File: config.mk
export PLATFORM = sky130hd
export DESIGN_NAME = nor_wstat
export DESIGN_NICKNAME = d
export VERILOG_FILES = /design/src/rtl/nor_wstat_pkg.sv /design/src/rtl/nor_wstat_timer.sv /design/src/rtl/nor_wstat_toggle.sv /design/src/rtl/nor_wstat_rdpath.sv /design/src/rtl/nor_wstat.sv
export SDC_FILE = /design/constraint.sdc
export NUM_CORES = 1
export LEC_CHECK = 0
export ABC_AREA = 1
export ABC_CLOCK_PERIOD_IN_PS = 3000
export CAP_MARGIN = 20
export CELL_PAD_IN_SITES_DETAIL_PLACEMENT = 2
export CELL_PAD_IN_SITES_GLOBAL_PLACEMENT = 2
export CORE_MARGIN = 5
export CORE_UTILIZATION = 29
export DETAILED_ROUTE_END_ITERATION = 6
export HOLD_SLACK_MARGIN = 0.06
export PLACE_DENSITY_LB_ADDON = 0.1
export SLEW_MARGIN = 20
export SYNTH_ARGS = -nofsm -noshare
export SYNTH_HDL_FRONTEND = slang
export SYNTH_SLANG_ARGS = --single-unit
File: constraint.sdc
create_clock -name clk -period 3 [get_ports clk]
set_input_delay 0.6 -clock clk [delete_from_list [all_inputs] [get_ports clk]]
set_output_delay 0.6 -clock clk [all_outputs]
set_load 0.01 [all_outputs]
File: src/rtl/nor_wstat_pkg.sv
`timescale 1ns/1ps
package nor_wstat_pkg;

  typedef enum logic [1:0] {
    OP_PGM  = 2'b00,
    OP_SECT = 2'b01,
    OP_CHIP = 2'b10,
    OP_RSVD = 2'b11
  } op_kind_e;

  typedef enum logic [1:0] {
    RM_ARRAY  = 2'b00,
    RM_STATUS = 2'b01,
    RM_SETTLE = 2'b10
  } rd_mode_e;

  function automatic int unsigned max3(input int unsigned a, input int unsigned b,
                                       input int unsigned c);
    int unsigned m;
    m = (a > b) ? a : b;
    return (m > c) ? m : c;
  endfunction

endpackage

File: src/rtl/nor_wstat_timer.sv
`timescale 1ns/1ps
module nor_wstat_timer
  import nor_wstat_pkg::*;
#(
  parameter int unsigned PGM_CYC    = 4000,
  parameter int unsigned SECT_CYC   = 5000000,
  parameter int unsigned CHIP_CYC   = 20000000,
  parameter int unsigned SETTLE_CYC = 200
) (
  input  logic     clk,
  input  logic     rst_n,
  input  logic     start_req,
  input  op_kind_e kind,
  input  logic     data_msb,
  output logic     accept,
  output logic     busy,
  output logic     is_pgm,
  output logic     poll_bit,
  output logic     settle
);

  localparam int unsigned MAX_CYC = max3(PGM_CYC, SECT_CYC, CHIP_CYC);
  localparam int unsigned CW      = $clog2(MAX_CYC + 1);
  localparam int unsigned SW      = $clog2(SETTLE_CYC + 1);

  logic          busy_q, busy_d;
  logic [CW-1:0] cnt_q, cnt_d;
  logic          pgm_q, pgm_d;
  logic          poll_q, poll_d;
  logic          settle_q, settle_d;
  logic [SW-1:0] scnt_q, scnt_d;
  logic [CW-1:0] load_val;

  always_comb begin
    case (kind)
      OP_PGM:  load_val = CW'(PGM_CYC - 1);
      OP_SECT: load_val = CW'(SECT_CYC - 1);
      default: load_val = CW'(CHIP_CYC - 1);
    endcase
  end

  assign accept = start_req && !busy_q && (kind != OP_RSVD);

  always_comb begin
    busy_d   = busy_q;
    cnt_d    = cnt_q;
    pgm_d    = pgm_q;
    poll_d   = poll_q;
    settle_d = settle_q;
    scnt_d   = scnt_q;
    if (accept) begin
      busy_d   = 1'b1;
      cnt_d    = load_val;
      pgm_d    = (kind == OP_PGM);
      poll_d   = ~data_msb;
      settle_d = 1'b0;
      scnt_d   = '0;
    end else if (busy_q) begin
      if (cnt_q == '0) begin
        busy_d = 1'b0;
        if (pgm_q) begin
          settle_d = 1'b1;
          scnt_d   = SW'(SETTLE_CYC - 1);
        end
      end else begin
        cnt_d = cnt_q - 1'b1;
      end
    end else if (settle_q) begin
      if (scnt_q == '0) begin
        settle_d = 1'b0;
      end else begin
        scnt_d = scnt_q - 1'b1;
      end
    end
  end

  always_ff @(posedge clk or negedge rst_n) begin
    if (!rst_n) begin
      busy_q   <= 1'b0;
      cnt_q    <= '0;
      pgm_q    <= 1'b0;
      poll_q   <= 1'b0;
      settle_q <= 1'b0;
      scnt_q   <= '0;
    end else begin
      busy_q   <= busy_d;
      cnt_q    <= cnt_d;
      pgm_q    <= pgm_d;
      poll_q   <= poll_d;
      settle_q <= settle_d;
      scnt_q   <= scnt_d;
    end
  end

  assign busy     = busy_q;
  assign is_pgm   = pgm_q;
  assign poll_bit = poll_q;
  assign settle   = settle_q;

endmodule

File: src/rtl/nor_wstat_toggle.sv
`timescale 1ns/1ps
module nor_wstat_toggle (
  input  logic clk,
  input  logic rst_n,
  input  logic accept,
  input  logic busy,
  input  logic rd_en,
  output logic tgl
);

  logic tgl_q, tgl_d;
  logic tgl_en;

  assign tgl_en = accept || (busy && rd_en);

  always_comb begin
    tgl_d = tgl_q;
    if (accept) begin
      tgl_d = 1'b1;
    end else if (busy && rd_en) begin
      tgl_d = ~tgl_q;
    end
  end

  always_ff @(posedge clk or negedge rst_n) begin
    if (!rst_n) begin
      tgl_q <= 1'b1;
    end else if (tgl_en) begin
      tgl_q <= tgl_d;
    end
  end

  assign tgl = tgl_q;

endmodule

File: src/rtl/nor_wstat_rdpath.sv
`timescale 1ns/1ps
module nor_wstat_rdpath
  import nor_wstat_pkg::*;
#(
  parameter int unsigned DW = 8
) (
  input  logic          clk,
  input  logic          rst_n,
  input  logic          rd_en,
  input  logic          busy,
  input  logic          is_pgm,
  input  logic          poll_bit,
  input  logic          tgl,
  input  logic          settle,
  input  logic [DW-1:0] mem_rdata,
  output logic [DW-1:0] rd_data,
  output logic          rd_valid
);

  localparam int unsigned LOW_W = DW - 2;

  rd_mode_e mode_q, mode_d;
  logic     st7_q, st7_d;
  logic     st6_q, st6_d;
  logic     vld_q;

  always_comb begin
    if (busy) begin
      mode_d = RM_STATUS;
    end else if (settle) begin
      mode_d = RM_SETTLE;
    end else begin
      mode_d = RM_ARRAY;
    end
    st7_d = is_pgm ? poll_bit : 1'b0;
    st6_d = tgl;
  end

  always_ff @(posedge clk or negedge rst_n) begin
    if (!rst_n) begin
      mode_q <= RM_ARRAY;
      st7_q  <= 1'b0;
      st6_q  <= 1'b0;
    end else if (rd_en) begin
      mode_q <= mode_d;
      st7_q  <= st7_d;
      st6_q  <= st6_d;
    end
  end

  always_ff @(posedge clk or negedge rst_n) begin
    if (!rst_n) begin
      vld_q <= 1'b0;
    end else begin
      vld_q <= rd_en;
    end
  end

  always_comb begin
    case (mode_q)
      RM_STATUS: rd_data = {st7_q, st6_q, {LOW_W{1'b0}}};
      RM_SETTLE: rd_data = {mem_rdata[DW-1], {(DW-1){1'b0}}};
      default:   rd_data = mem_rdata;
    endcase
  end

  assign rd_valid = vld_q;

endmodule

File: src/rtl/nor_wstat.sv
`timescale 1ns/1ps
module nor_wstat
  import nor_wstat_pkg::*;
#(
  parameter int unsigned ADDR_W     = 17,
  parameter int unsigned PGM_CYC    = 4000,
  parameter int unsigned SECT_CYC   = 5000000,
  parameter int unsigned CHIP_CYC   = 20000000,
  parameter int unsigned SETTLE_CYC = 200
) (
  input  logic              clk,
  input  logic              rst_n,
  input  logic              op_start,
  input  logic [1:0]        op_kind,
  input  logic [7:0]        op_byte,
  input  logic              rd_en,
  input  logic [ADDR_W-1:0] rd_addr,
  output logic              mem_rd_en,
  output logic [ADDR_W-1:0] mem_addr,
  input  logic [7:0]        mem_rdata,
  output logic [7:0]        rd_data,
  output logic              rd_valid,
  output logic              busy
);

  logic accept_w;
  logic busy_w;
  logic is_pgm_w;
  logic poll_w;
  logic settle_w;
  logic tgl_w;

  nor_wstat_timer #(
    .PGM_CYC   (PGM_CYC),
    .SECT_CYC  (SECT_CYC),
    .CHIP_CYC  (CHIP_CYC),
    .SETTLE_CYC(SETTLE_CYC)
  ) u_timer (
    .clk      (clk),
    .rst_n    (rst_n),
    .start_req(op_start),
    .kind     (op_kind_e'(op_kind)),
    .data_msb (op_byte[7]),
    .accept   (accept_w),
    .busy     (busy_w),
    .is_pgm   (is_pgm_w),
    .poll_bit (poll_w),
    .settle   (settle_w)
  );

  nor_wstat_toggle u_toggle (
    .clk   (clk),
    .rst_n (rst_n),
    .accept(accept_w),
    .busy  (busy_w),
    .rd_en (rd_en),
    .tgl   (tgl_w)
  );

  nor_wstat_rdpath #(
    .DW(8)
  ) u_rdpath (
    .clk      (clk),
    .rst_n    (rst_n),
    .rd_en    (rd_en),
    .busy     (busy_w),
    .is_pgm   (is_pgm_w),
    .poll_bit (poll_w),
    .tgl      (tgl_w),
    .settle   (settle_w),
    .mem_rdata(mem_rdata),
    .rd_data  (rd_data),
    .rd_valid (rd_valid)
  );

  assign mem_rd_en = rd_en;
  assign mem_addr  = rd_addr;
  assign busy      = busy_w;

endmodule

==> reports/results.txt, run 1 <==
worst-path cell chain: inv_1 > ha_1 > inv_1 > nand2_1 > o21ai_0 > clkdlybuf4s50_1
DRT Pass-1 Iters: 4
reg2reg path depth: 9
number of port buffers: 25
cell with the most instances after synthesis: nand2_1
synth cell count leaders: nand2_1 (116), nor2_1 (49), inv_1 (46), dfrtp_1 (42), nand3_1 (40)
setup slack, reg-to-reg: 0.93 ns
Hold WC Path Type: in -> async
top-area cell type share of the netlist area: 36.57%
worst setup path end: rd_data[7]
vias in the first global route: 2806
HPWL after detailed placement: 6.585 mm
asr flop ratio synth: 100.0%
EDFF count, synth: 0
Detail Route Antenna Nets: 0
Syn Nets: 456
grt total ovfl: 0
worst reg2reg path endpoint: u_timer.cnt_q[5]$_DFFE_PN0P_
largest net degree at the start of global routing: 30
PD cells: 356.4 nW/um^2
critical path launch point: u_rdpath.mode_q[0]$_DFFE_PN0P_
worst-path maximum fanout: 9
Crit-path slowest cell: clkdlybuf4s50_1
launching point of the worst reg2reg path: u_timer.cnt_q[9]$_DFFE_PN0P_
Final min period: 2.624 ns
Mapped Cells: 411
kind of critical path: reg -> out
DR WL/cell: 15.79 um
setup repair bufs after CTS: 0
Sink Count: 43
CTS root buf: clkbuf_8
yosys warns: 0
unrepaired setup endpoints after global routing: no
Worst VDD drop: 0.1369 mV
num ports: 67
Rel. slew slack: 71.90%
Fin Setup TNS: 0 ns
CP required: 2.40 ns
core box area: 9729 um^2
# resized after CTS: 0
ys flop type: dfrtp_1
Num CTS Buffers: 5
Netlist cell types: 29
clock latency on the worst-skew pair: 0.31 ns
DR iter-0 viols: 56
max-slew violations: 0
#FFs+latches synth: 43
max incr delay on CP: 0.56 ns
worst-margin pin slew: 0.4199 ns
share of cells above drive strength 1: 8.983%
hold_buf cts: 0
Worst-path clk slew: 0.09 ns
Startpoint Class: flip-flop
fin crit share: 87.47%
Setup Skew: 0.007057 ns
n_diodes: 0
die area: 12000 um^2
fmax: 381.1 MHz
DRC viols: 0
Post-Layout Cell Count: 556
placed insts: 548
Max-Cap Viols: 0
critical path data arrival time: 2.02 ns
CP most frequent cell: inv_1
Post-Syn Area per Cell: 6.993 um^2
Die Ht: 109.6 um
initial antenna violation count: 0
maximum buffer depth of the clock tree: 2
largest cells by area after synthesis: dfrtp_1 (37%), nand2_1 (15%), nand3_1 (7.0%)
post-synth top area cell: dfrtp_1
status: finished clean
Via Count: 2672
H-Tree Depth: 2
Post-Route WL: 8.777 mm
Mapped Area: 2874 um^2
Static Leak: 1.530 nW
Die W: 109.6 um
site row count: 36
nets: 467
endpoints failing hold: 0
routability cong.: 0.7363
area growth from synthesis to layout: 13.02%
first-pass GRT wire length: 14.44 mm
vias per cell: 4.806
final setup vio count: 0
sequential cell area fraction in the yosys report: 37.48%
CTS tree: done
GRT Overall Usage: 15.64%
Initial Util: 29.54%
Critical Path Sink Type: output port
-- sequential cells by signal (all words and copies together), names as in the netlist --
name and flops:
u_timer.is_pgm 1, u_rdpath.st6_q 1, u_rdpath.rd_valid 1, u_timer.poll_bit 1, u_timer.scnt_q 8, u_timer.busy 1
u_rdpath.st7_q 1, u_timer.settle 1, u_rdpath.mode_q 2, u_timer.cnt_q 25, u_toggle.tgl 1
-- final cells by class --
cell class,count,area (um^2)
clock inverters,2,35.03
well taps,133,166.4
multi-input cells,291,1405
inverters,49,183.9
fillers,1211,6481
flip-flops and latches,43,1077
repair buffers,32,297.8
clock buffers,6,82.58
-- critical path: cells and delay by family (launching register included) --
kind | cells | cell delay (ns)
buffers and inverters | 3 | 0.72
adders and majority gates | 1 | 0.41
DFF | 1 | 0.36
AOI/OAI and AO/OA | 1 | 0.16
and+or+nand+nor | 1 | 0.06
-- cell families (layout without fill, tap and decap cells) --
logic type / count (synthesis) / count (layout) / synth area share, %
fa+ha+maj: 6 / 6 / 2.612
xor+xnor: 6 / 6 / 1.828
compound gates: 44 / 44 / 8.315
flops: 43 / 43 / 37.48
simple gates: 235 / 235 / 36.13
buf+inv: 77 / 89 / 13.63
-- cells in the final DEF (no fill, tap or decap), types with 5 or more instances in the layout --
master / synthesis / layout
nor2_1: 49 / 49
o21ai_2: 5 / 5
nand4_1: 10 / 10
nand3_1: 40 / 40
nor2_2: 5 / 5
inv_1: 46 / 46
nand2_1: 116 / 116
xor2_1: 5 / 5
clkdlybuf4s50_1: 0 / 24
buf_4: 20 / 7
ha_1: 6 / 6
a21oi_1: 8 / 8
o21ai_1: 7 / 7
dfrtp_1: 42 / 42
o21ai_0: 24 / 24
clkbuf_8: 0 / 6
-- stage by stage --
stage | hold WS (ns) | cell area (um^2) | setup WS (ns) | power (mW) | utilization (%)
after floorplan | 0.3044 | 2874 | 1.199 | 0.6431 | -
after global placement | 0.4684 | 3131 | 0.6380 | 0.6737 | 32.18
after detailed placement | 0.4796 | 3131 | 0.6076 | 0.6760 | 32.18
after CTS | 0.1915 | 3248 | 0.3111 | 1.187 | 33.38
after global routing | 0.2069 | 3248 | 0.1661 | 1.213 | 33.38
final | 0.1941 | 3248 | 0.3760 | 1.158 | 33.38
-- layer usage --
layer  vias up  track usage (%)  routed length (um)
met2        39            27.68                4276
met5         -                0                   0
met4         0            3.740                  88
met3         7            3.230                 351
li1       1300                -                   -
met1      1326            19.41                4060
-- report_power, final --
group / switching (mW) / internal [mW]
logic: 0.0361 / 0.0368
registers: 0.00261 / 0.586
clock network: 0.226 / 0.270
-- worst min path at each step --
stage                                          end  slack [ns]  cells past startpoint
finish                u_timer.cnt_q[1]$_DFFE_PN0P_        0.19                      1
global route        u_rdpath.mode_q[0]$_DFFE_PN0P_        0.21                      1
CTS                  u_timer.cnt_q[19]$_DFFE_PN0P_        0.19                      1
detailed placement   u_timer.scnt_q[1]$_DFFE_PN0P_        0.48                      2
global placement     u_timer.scnt_q[1]$_DFFE_PN0P_        0.47                      2
floorplan           u_rdpath.mode_q[0]$_DFFE_PN0P_        0.30                      0
Note: power is estimated with default switching activity, not from simulation.
==> inputs of run 2 (changes only) <==
ABC_CLOCK_PERIOD_IN_PS = 3200   (was 3000)
clock period = 3.2 ns   (was 3 ns; I/O delays follow)
==> run 2 against run 1 <==
First-iteration DRC count grew 8.9%. Register-to-register slack improved by 0.12 ns. Die area did not move. Cell count fell by 0.36%. Worst hold slack better by 0.075 ns. Count of clock-buffer cells in the layout unchanged. Non-clock buffer count shrank 2. Sequential power fell by 6.3%. Power shrank 2.3%. Sequential share of layout area unchanged. Critical path type unchanged.
==> reports/results.txt, run 2 (synthesis gave the netlist of run 1 again) <==
Biggest register: u_timer.cnt_q
critical path data arrival time: 1.97 ns
Die W: 109.6 um
CTS tree: done
Die Ht: 109.6 um
DR WL/cell: 15.47 um
commonest cells after routing, fill and taps aside: nand2_1 (116), nor2_1 (49), inv_1 (46), dfrtp_1 (42), nand3_1 (40)
placed insts: 546
GRT Overall Usage: 15.43%
fmax: 382.8 MHz
Post-Route WL: 8.568 mm
max FFs per register: 25
Hold WC Path Type: in -> async
initial antenna violation count: 0
Worst-path clk slew: 0.09 ns
Hold Slack: 0.2691 ns
Detail Route Antenna Nets: 0
commonest non-fill, non-tap cell in the layout: nand2_1
unrepaired setup endpoints after global routing: no
DRC viols: 0
maximum buffer depth of the clock tree: 2
worst-path maximum fanout: 9
Critical Path Sink Type: output port
routability cong.: 0.7351
worst-margin pin slew: 0.7386 ns
num ports: 67
fin crit share: 81.63%
H-Tree Depth: 2
Setup Skew: 0.009908 ns
Worst VDD drop: 0.1540 mV
grt total ovfl: 0
Final Worst Setup Slack: 0.5878 ns
kind of critical path: reg -> out
Num CTS Buffers: 5
# resized after CTS: 0
area growth from synthesis to layout: 13.02%
site row count: 36
Static Leak: 1.525 nW
PD cells: 348.3 nW/um^2
CTS root buf: clkbuf_8
status: finished clean
vias per cell: 4.765
HPWL after detailed placement: 6.494 mm
final setup vio count: 0
critical path launch point: u_rdpath.mode_q[0]$_DFFE_PN0P_
CP required: 2.56 ns
nets: 465
Largest regs: u_timer.cnt_q: 25 flops, u_timer.scnt_q: 8 flops, u_rdpath.mode_q: 2 flops
largest net degree at the start of global routing: 28
endpoints failing hold: 0
die area: 12000 um^2
Rel. slew slack: 50.58%
Fin Setup TNS: 0 ns
setup repair bufs after CTS: 0
Initial Util: 29.54%
Startpoint Class: flip-flop
first-pass GRT wire length: 14.60 mm
setup slack, reg-to-reg: 1.05 ns
DR iter-0 viols: 61
max-slew violations: 0
DRT Pass-1 Iters: 4
number of port buffers: 25
Sink Count: 43
share of cells above drive strength 1: 8.314%
core box area: 9729 um^2
vias in the first global route: 2931
Final min period: 2.612 ns
reg2reg path depth: 9
hold_buf cts: 0
worst reg2reg path endpoint: u_timer.cnt_q[10]$_DFFE_PN0P_
Post-Layout Cell Count: 554
pre-CTS WS: 0.7651 ns
launching point of the worst reg2reg path: u_timer.cnt_q[0]$_DFFE_PN0P_
Via Count: 2640
Max-Cap Viols: 0
n_diodes: 0
clock latency on the worst-skew pair: 0.29 ns
[run 2: worst max-delay path by stage]
| stage | endpoint | slack, ns | cells past startpoint |
|---|---|---|---|
| 6_report | rd_data[6] | 0.59 | 6 |
| 5_1_grt | rd_data[6] | 0.46 | 6 |
| 4_1_cts | rd_data[6] | 0.55 | 6 |
| 3_5_place_dp | rd_data[6] | 0.77 | 4 |
| 3_3_place_gp | rd_data[7] | 0.76 | 4 |
| 2_1_floorplan | rd_data[6] | 1.36 | 6 |
[run 2: worst max-delay path: stages, from the launching register on]
cell and delay [ns]:
dfrtp_1 0.36, inv_1 0.06, ha_1 0.40, inv_1 0.09, nand2_1 0.06, o21ai_0 0.15
clkdlybuf4s50_1 0.56
[run 2: where the power goes]
part	leakage (nW)	internal, mW	switching, mW	total, mW
clock	0.0654	0.312	0.199	0.512
combinational	0.936	0.0345	0.0335	0.0680
sequential	0.524	0.549	0.00231	0.552
[run 2: cell type report]
class / instances / area [um^2]
Tap cell: 133 / 166.4
Clock inverter: 2 / 60.06
Clock buffer: 6 / 72.57
Multi-Input combinational cell: 291 / 1405
Inverter: 49 / 183.9
Timing Repair Buffer: 30 / 282.8
Sequential cell: 43 / 1077
Fill cell: 1197 / 6481
[run 2: metrics by stage]
step / total power, mW / utilization (%) / area, um^2
global route: 1.182 / 33.38 / 3248
detailed placement: 0.6326 / 32.02 / 3115
floorplan: 0.6029 / - / 2874
finish: 1.131 / 33.38 / 3248
global placement: 0.6309 / 32.02 / 3115
CTS: 1.156 / 33.38 / 3248
[run 2: layer usage]
metal,GRT usage (%),vias up,wire length [um]
li1,-,1295,-
met1,18.92,1307,3945
met2,28.73,34,4270
met3,2.701,4,314
met4,2.137,0,38
met5,0,-,0
